### config.mk
export PLATFORM = sky130hd
export DESIGN_NAME = tape_irq_ctl
export DESIGN_NICKNAME = d
export VERILOG_FILES = /design/src/rtl/tc_pkg.sv /design/src/rtl/tc_rst_sync.sv /design/src/rtl/tc_lowest_pick.sv /design/src/rtl/tc_unit_state.sv /design/src/rtl/tc_rewind_mask.sv /design/src/rtl/tape_irq_ctl.sv
export SDC_FILE = /design/constraint.sdc
export NUM_CORES = 1
export LEC_CHECK = 0
export ABC_AREA = 1
export BUFFER_PORTS_ARGS = -buffer_cell sky130_fd_sc_hd__buf_4
export CORE_AREA = 2 2 120 122
export DETAILED_ROUTE_END_ITERATION = 6
export DIE_AREA = 0 0 122 124
export GPL_ROUTABILITY_DRIVEN = 0
export GPL_TIMING_DRIVEN = 0
export SLEW_MARGIN = 10
export SYNTH_ARGS = -nofsm -noshare
export SYNTH_HDL_FRONTEND = slang
export SYNTH_HIERARCHICAL = 1
export SYNTH_SLANG_ARGS = --single-unit
### constraint.sdc
create_clock -name clk -period 1.5 [get_ports clk]
set_input_delay 0.3 -clock clk [delete_from_list [all_inputs] [get_ports clk]]
set_output_delay 0.3 -clock clk [all_outputs]
set_load 0.005 [all_outputs]
### src/rtl/tc_pkg.sv
package tc_pkg;
  typedef enum logic [2:0] {
    ORD_START = 3'd0,
    ORD_TIO   = 3'd1,
    ORD_TDV   = 3'd2,
    ORD_HALT  = 3'd3,
    ORD_ACK   = 3'd4
  } ord_e;

  localparam int RESP_W    = 16;
  localparam int UNIT_LSB  = 8;
  localparam int FLAG_BIT  = 15;
  localparam logic [7:0] TIO_MASK = 8'h03;
endpackage

### src/rtl/tc_rst_sync.sv
module tc_rst_sync (
  input  logic clk,
  input  logic rst_n_in,
  output logic rst_n_out
);
  logic q1, q2;

  always_ff @(posedge clk or negedge rst_n_in) begin
    if (!rst_n_in) begin
      q1 <= 1'b0;
      q2 <= 1'b0;
    end else begin
      q1 <= 1'b1;
      q2 <= q1;
    end
  end

  assign rst_n_out = q2;
endmodule

### src/rtl/tc_lowest_pick.sv
module tc_lowest_pick #(
  parameter int N      = 8,
  parameter int IDX_W  = 3
) (
  input  logic [N-1:0]     req,
  output logic             found,
  output logic [IDX_W-1:0] idx
);
  always_comb begin
    found = 1'b0;
    idx   = '0;
    for (int i = N - 1; i >= 0; i--) begin
      if (req[i]) begin
        found = 1'b1;
        idx   = IDX_W'(i);
      end
    end
  end
endmodule

### src/rtl/tc_unit_state.sv
module tc_unit_state #(
  parameter int N     = 8,
  parameter int IDX_W = 3
) (
  input  logic             clk,
  input  logic             rst_n,
  input  logic             start_en,
  input  logic             halt_en,
  input  logic [IDX_W-1:0] idx,
  input  logic [N-1:0]     op_done,
  input  logic [N-1:0]     rew_start,
  input  logic [N-1:0]     rew_done,
  output logic [N-1:0]     busy,
  output logic [N-1:0]     rewinding
);
  logic [N-1:0] busy_q, busy_d, rew_q, rew_d;
  logic         upd_en;

  always_comb begin
    busy_d = busy_q & ~op_done;
    if (start_en) busy_d[idx] = 1'b1;
    if (halt_en)  busy_d[idx] = 1'b0;
    rew_d = rew_q;
    if (halt_en)  rew_d[idx] = 1'b0;
    rew_d = (rew_d & ~rew_done) | rew_start;
  end

  assign upd_en = start_en | halt_en | (|op_done) | (|rew_start) | (|rew_done);

  always_ff @(posedge clk or negedge rst_n) begin
    if (!rst_n) begin
      busy_q <= '0;
      rew_q  <= '0;
    end else if (upd_en) begin
      busy_q <= busy_d;
      rew_q  <= rew_d;
    end
  end

  assign busy      = busy_q;
  assign rewinding = rew_q;
endmodule

### src/rtl/tc_rewind_mask.sv
module tc_rewind_mask #(
  parameter int N     = 8,
  parameter int IDX_W = 3
) (
  input  logic             clk,
  input  logic             rst_n,
  input  logic [N-1:0]     set,
  input  logic             clr_en,
  input  logic [IDX_W-1:0] clr_idx,
  output logic [N-1:0]     mask
);
  logic [N-1:0] mask_q, mask_d;

  always_comb begin
    mask_d = mask_q;
    if (clr_en) mask_d[clr_idx] = 1'b0;
    mask_d = mask_d | set;
  end

  always_ff @(posedge clk or negedge rst_n) begin
    if (!rst_n)                 mask_q <= '0;
    else if (clr_en || (|set))  mask_q <= mask_d;
  end

  assign mask = mask_q;
endmodule

### src/rtl/tape_irq_ctl.sv
module tape_irq_ctl
  import tc_pkg::*;
#(
  parameter int         N_UNITS  = 8,
  parameter int         ADDR_W   = 4,
  parameter int         UNIT_W   = $clog2(N_UNITS),
  parameter logic [7:0] ACK_MASK = 8'h07
) (
  input  logic               clk,
  input  logic               rst_n,
  input  logic               ord_valid,
  output logic               ord_ready,
  input  logic [2:0]         ord_op,
  input  logic [ADDR_W-1:0]  ord_unit,
  input  logic [N_UNITS-1:0] unit_en,
  input  logic [N_UNITS-1:0] rew_start,
  input  logic [N_UNITS-1:0] rew_done,
  input  logic [N_UNITS-1:0] op_done,
  input  logic               chi_req,
  input  logic [UNIT_W-1:0]  chi_unit,
  output logic               resp_valid,
  output logic               resp_nodev,
  output logic [15:0]        resp_word,
  output logic               start_pulse,
  output logic [UNIT_W-1:0]  start_unit,
  output logic               uend_pulse,
  output logic [UNIT_W-1:0]  uend_unit,
  output logic               int_pending,
  output logic               dev_int
);
  logic rst_n_s;
  logic ready_q;

  logic [N_UNITS-1:0] busy, rewinding, rwi_mask;
  logic               chi_q, chi_d;
  logic [UNIT_W-1:0]  owner_q, owner_d;
  logic               pick_found;
  logic [UNIT_W-1:0]  pick_idx;
  logic [7:0]         stat [N_UNITS];

  logic              acc, in_range, addr_ok;
  logic [UNIT_W-1:0] uidx;
  ord_e              op;

  logic              start_d, halt_d, uend_d, ack_chi, ack_rwi, nodev_d;
  logic [15:0]       word_d;
  logic              rwi_clr_en;
  logic [UNIT_W-1:0] rwi_clr_idx;

  logic              rv_q, nd_q, sp_q, up_q;
  logic [15:0]       word_q;
  logic [UNIT_W-1:0] su_q, uu_q;

  tc_rst_sync u_rst (.clk(clk), .rst_n_in(rst_n), .rst_n_out(rst_n_s));

  tc_unit_state #(.N(N_UNITS), .IDX_W(UNIT_W)) u_units (
    .clk(clk), .rst_n(rst_n_s), .start_en(start_d), .halt_en(halt_d),
    .idx(uidx), .op_done(op_done), .rew_start(rew_start), .rew_done(rew_done),
    .busy(busy), .rewinding(rewinding));

  tc_rewind_mask #(.N(N_UNITS), .IDX_W(UNIT_W)) u_rwi (
    .clk(clk), .rst_n(rst_n_s), .set(rew_done), .clr_en(rwi_clr_en),
    .clr_idx(rwi_clr_idx), .mask(rwi_mask));

  tc_lowest_pick #(.N(N_UNITS), .IDX_W(UNIT_W)) u_pick (
    .req(rwi_mask), .found(pick_found), .idx(pick_idx));

  for (genvar g = 0; g < N_UNITS; g++) begin : g_stat
    assign stat[g] = {3'b000,
                      chi_q && (owner_q == UNIT_W'(g)),
                      rwi_mask[g],
                      rewinding[g],
                      |busy,
                      busy[g] | rewinding[g]};
  end

  assign acc      = ord_valid & ready_q;
  assign in_range = ord_unit < ADDR_W'(N_UNITS);
  assign uidx     = ord_unit[UNIT_W-1:0];
  assign addr_ok  = in_range && unit_en[uidx];
  assign op       = ord_e'(ord_op);

  always_comb begin
    start_d = 1'b0;
    halt_d  = 1'b0;
    uend_d  = 1'b0;
    ack_chi = 1'b0;
    ack_rwi = 1'b0;
    nodev_d = 1'b0;
    word_d  = '0;
    if (acc) begin
      if (!addr_ok) begin
        nodev_d = 1'b1;
      end else begin
        case (op)
          ORD_START: begin
            word_d[7:0] = stat[uidx] & TIO_MASK;
            start_d     = !(|busy) && !stat[uidx][0];
          end
          ORD_TIO: word_d[7:0] = stat[uidx] & TIO_MASK;
          ORD_TDV: word_d[7:0] = stat[uidx];
          ORD_HALT: begin
            word_d[7:0] = stat[uidx] & TIO_MASK;
            halt_d      = 1'b1;
            uend_d      = busy[uidx];
          end
          ORD_ACK: begin
            if (chi_q) begin
              ack_chi = 1'b1;
              word_d[7:0] = stat[owner_q] & ACK_MASK;
              word_d[UNIT_LSB +: UNIT_W] = owner_q;
            end else if (pick_found) begin
              ack_rwi = 1'b1;
              word_d[7:0] = stat[pick_idx] & ACK_MASK;
              word_d[UNIT_LSB +: UNIT_W] = pick_idx;
              word_d[FLAG_BIT] = 1'b1;
            end
          end
          default: word_d = '0;
        endcase
      end
    end
  end

  assign rwi_clr_en  = halt_d | ack_rwi;
  assign rwi_clr_idx = halt_d ? uidx : pick_idx;

  always_comb begin
    chi_d   = chi_q;
    owner_d = owner_q;
    if (ack_chi || (halt_d && chi_q && owner_q == uidx)) chi_d = 1'b0;
    if (chi_req) begin
      chi_d   = 1'b1;
      owner_d = chi_unit;
    end
  end

  always_ff @(posedge clk or negedge rst_n_s) begin
    if (!rst_n_s) begin
      ready_q <= 1'b0;
      chi_q   <= 1'b0;
      owner_q <= '0;
      rv_q    <= 1'b0;
      nd_q    <= 1'b0;
      word_q  <= '0;
      sp_q    <= 1'b0;
      su_q    <= '0;
      up_q    <= 1'b0;
      uu_q    <= '0;
    end else begin
      ready_q <= 1'b1;
      chi_q   <= chi_d;
      owner_q <= owner_d;
      rv_q    <= acc;
      nd_q    <= nodev_d;
      word_q  <= word_d;
      sp_q    <= start_d;
      su_q    <= start_d ? uidx : '0;
      up_q    <= uend_d;
      uu_q    <= uend_d ? uidx : '0;
    end
  end

  assign ord_ready   = ready_q;
  assign resp_valid  = rv_q;
  assign resp_nodev  = nd_q;
  assign resp_word   = word_q;
  assign start_pulse = sp_q;
  assign start_unit  = su_q;
  assign uend_pulse  = up_q;
  assign uend_unit   = uu_q;
  assign dev_int     = |rwi_mask;
  assign int_pending = chi_q | (|rwi_mask);
endmodule

==> run metrics <==
outcome finished, violations left; failing checks negative setup slack; Slew @ Worst Pin ~0.57 ns; CTS Sinks 50; register area roughly 0.0013 sq mm; number of global-route vias before repair approximately 3300; post-synthesis compound-gate area fraction 7.938%; #FFs+latches synth 50; total CTS buffers 5; Critical Path Source Type flip-flop; crit share post-route 115.3%; CTS tree yes; # setup viols final 26; Ys Warns 6; Nets ~650; final worst slack -0.2294 ns; initial core utilization 23.67%; share of cells above drive strength 1 about two fifths; Area Growth Syn to Fin 51.02%; die area 0.01513 sq mm; XOR/XNOR Fraction of Synth Area 0.5395%; share of the yosys chip area belonging to registers 38.54%; power per cell area between 600 and 700 mW/mm^2; clock latency on the worst-skew pair 0.29 ns; GRT Util Overall 13.41%; Syn Std Cell Area 0.003247 sq mm; setup slack at placement -0.5898 ns; commonest non-fill, non-tap cell in the layout nand2_1; H-tree depth 2; multi-input logic area 0.001738 sq mm; dpl cells 728; Yosys cell types 41; RSZ-0062 raised after global routing true; leading area contributor after synthesis dfrtp_1; total wire length 9.859 mm; initial antenna violation count 0; first drt pass iteration count 5; Clk pin slew, worst setup/hold paths 0.07 ns; largest cells by area after synthesis dfrtp_1 39%, nand2_1 15%, inv_1 10%; worst vdd ir 355.5 uV; Avg Inst Size Synth 6.836 sq um; Max Cap Viol 0; largest net degree at the start of global routing 26; Final min period 1.729 ns; largest family of logic cells by synthesized area simple AND/OR/NAND/NOR gates; top_reg_cell synth dfrtp_1; final hold vios 0; Std-Cell Rows 43; Adder-Cell Fraction of Synth Area 0%; WP data arrival 1.92 ns; Core Footprint about 0.014 sq mm; number of fill cells in the layout roughly 1500; leakage power 2.600 nW; most frequent cells in the layout 123 x nand2_1, 112 x buf_4, 74 x inv_1; PortBufs 66; Required @ worst endpoint 1.69 ns; simple logic cell fraction of the synthesized area roughly 36%; multiplexer share of the synthesized area 0%; final count of pins violating max slew 0; Avg Vias per Cell 4.305; asr flop ratio synth 100.0%; Syn Inst Count ~480; clk_skew around 0.0060 ns; CTS Root Cell clkbuf_16; n_diodes 0; share of the synthesized area in the top cell type roughly 39%; io pins between 70 and 80; die span in x around 120 microns; clk buf depth 2; Cell Count, Final, Fillers Out 786; grt ovf 0; DR WL/cell about 13 microns; CP Max Fanout 4; number of synthesized flops with an enable pin 0; initial detailed-routing violation count 165; CP Capture Type flip-flop; Die H ~120 microns; # DRC 0; antenna viol nets, final 0; Detailed Place HPWL 7.340 mm; hold crit path type primary input to flip-flop; via count around 3400; fin util a little over a third; FMAX approximately 580 MHz; first-pass GRT wire length between 15 and 20 mm; Setup CP Type flip-flop to flip-flop; normalized max-slew margin about 62%
[power by group]
group | leakage (nW) | switching (W) | internal, W | total, W
Sequential | 0.605 | 0.0000468 | 0.00138 | 0.00143
Combinational | 1.92 | 0.000306 | 0.000262 | 0.000567
Clock | 0.0735 | 0.000518 | 0.000670 | 0.00119
Total | 2.60 | 0.000871 | 0.00231 | 0.00318
[layer usage]
| layer | track usage (%) | up-vias | wire length, microns |
|---|---|---|---|
| met5 | 0 | - | 0 |
| met4 | 3.448 | 0 | 64 |
| met3 | 2.976 | 8 | 629 |
| met2 | 21.51 | 105 | 4554 |
| met1 | 18.28 | 1560 | 4610 |
| li1 | - | 1711 | - |
[stage by stage]
| step | TNS, ns | area [sq um] | power [W] | hold WS [ns] |
|---|---|---|---|---|
| 6_report | -3.135 | 4903 | 0.003182 | 0.1795 |
| 5_1_grt | -6.176 | 4903 | 0.003341 | 0.1894 |
| 4_1_cts | -2.613 | 4652 | 0.003174 | 0.1840 |
| 3_5_place_dp | -12.96 | 4069 | 0.001952 | 0.08416 |
| 3_3_place_gp | -42.01 | 4048 | 0.001943 | 0.08442 |
| 2_1_floorplan | -0.9740 | 3327 | 0.001746 | 0.004409 |
[critical path, cell delays in order (launching register included)]
cell and delay (ns):
dfrtp_1 0.40, or2_1 0.28, nand3_1 0.13, a31oi_4 0.13, buf_4 0.16, buf_4 0.12, nand3_1 0.07, nand3_1 0.07
nand3_1 0.10, nand2_1 0.06, nand2_1 0.07, a21oi_2 0.05
[sequential cells by signal, summed over array words and instances, names as in the netlist]
name and cells:
ord_ready 1, u_rst/q1 1, start_unit 3, uend_unit 3, owner_q 3, u_rst/rst_n_out 1
start_pulse 1, resp_nodev 1, u_rwi/mask 8, u_units/rewinding 8, resp_word 9, u_units/busy 8
resp_valid 1, uend_pulse 1, chi_q 1
[repair_timing]
item	CTS	global route
gates cloned	1	0
endpoints found under the setup margin	31	35
hold endpoints to repair	2	0
pin swaps	38	19
hold buffers	1	0
buffers inserted	31	19
gates resized for setup	48	38
[logic make-up after synthesis]
family | Yosys count
flip-flops | 50
AND/OR/NAND/NOR | 261
buffers and inverters | 114
XOR/XNOR | 2
AO/OA/AOI/OAI | 45
other | 3
[area by class of cell]
cell class | count | area share, %
clock buffers | 6 | 2.832
plain buffers | 19 | 3.751
clock inverters | 2 | 0.3317
flip-flops and latches | 50 | 25.75
repair buffers | 117 | 19.29
well taps | 180 | 4.593
multi-input cells | 317 | 35.44
inverters | 95 | 8.012
[worst paths after layout]
path / slack [ns] / to / start / depth (start not counted)
setup / recovery: -0.23 / resp_word[0]$_DFF_PN0_ / u_rwi/mask[7]$_DFFE_PN0P_ / 11
hold / removal: 0.18 / u_units/rewinding[4]$_DFFE_PN0P_ / rew_start[4] / 3
setup reg to reg: -0.23 / resp_word[0]$_DFF_PN0_ / u_rwi/mask[7]$_DFFE_PN0P_ / 11
hold reg to reg: 0.26 / u_rwi/mask[5]$_DFFE_PN0P_ / u_rst/rst_n_out$_DFF_PN0_ / 0
max in group asynchronous: 0.71 / u_rwi/mask[1]$_DFFE_PN0P_ / u_rst/rst_n_out$_DFF_PN0_ / 1
min in group asynchronous: 0.26 / u_rwi/mask[5]$_DFFE_PN0P_ / u_rst/rst_n_out$_DFF_PN0_ / 0
[cells in the mapped netlist, types with 4 or more instances]
cell type and number:
dfrtp_1 50, inv_1 89, nand3_1 38, nand4_1 13, buf_4 9, nand2_2 4, nand2_1 131, nor3_1 4
buf_6 4, o21ai_1 4, o21ai_0 18, nor2_1 55, a21oi_1 13
No activity file was read; power rests on OpenSTA's default activity.
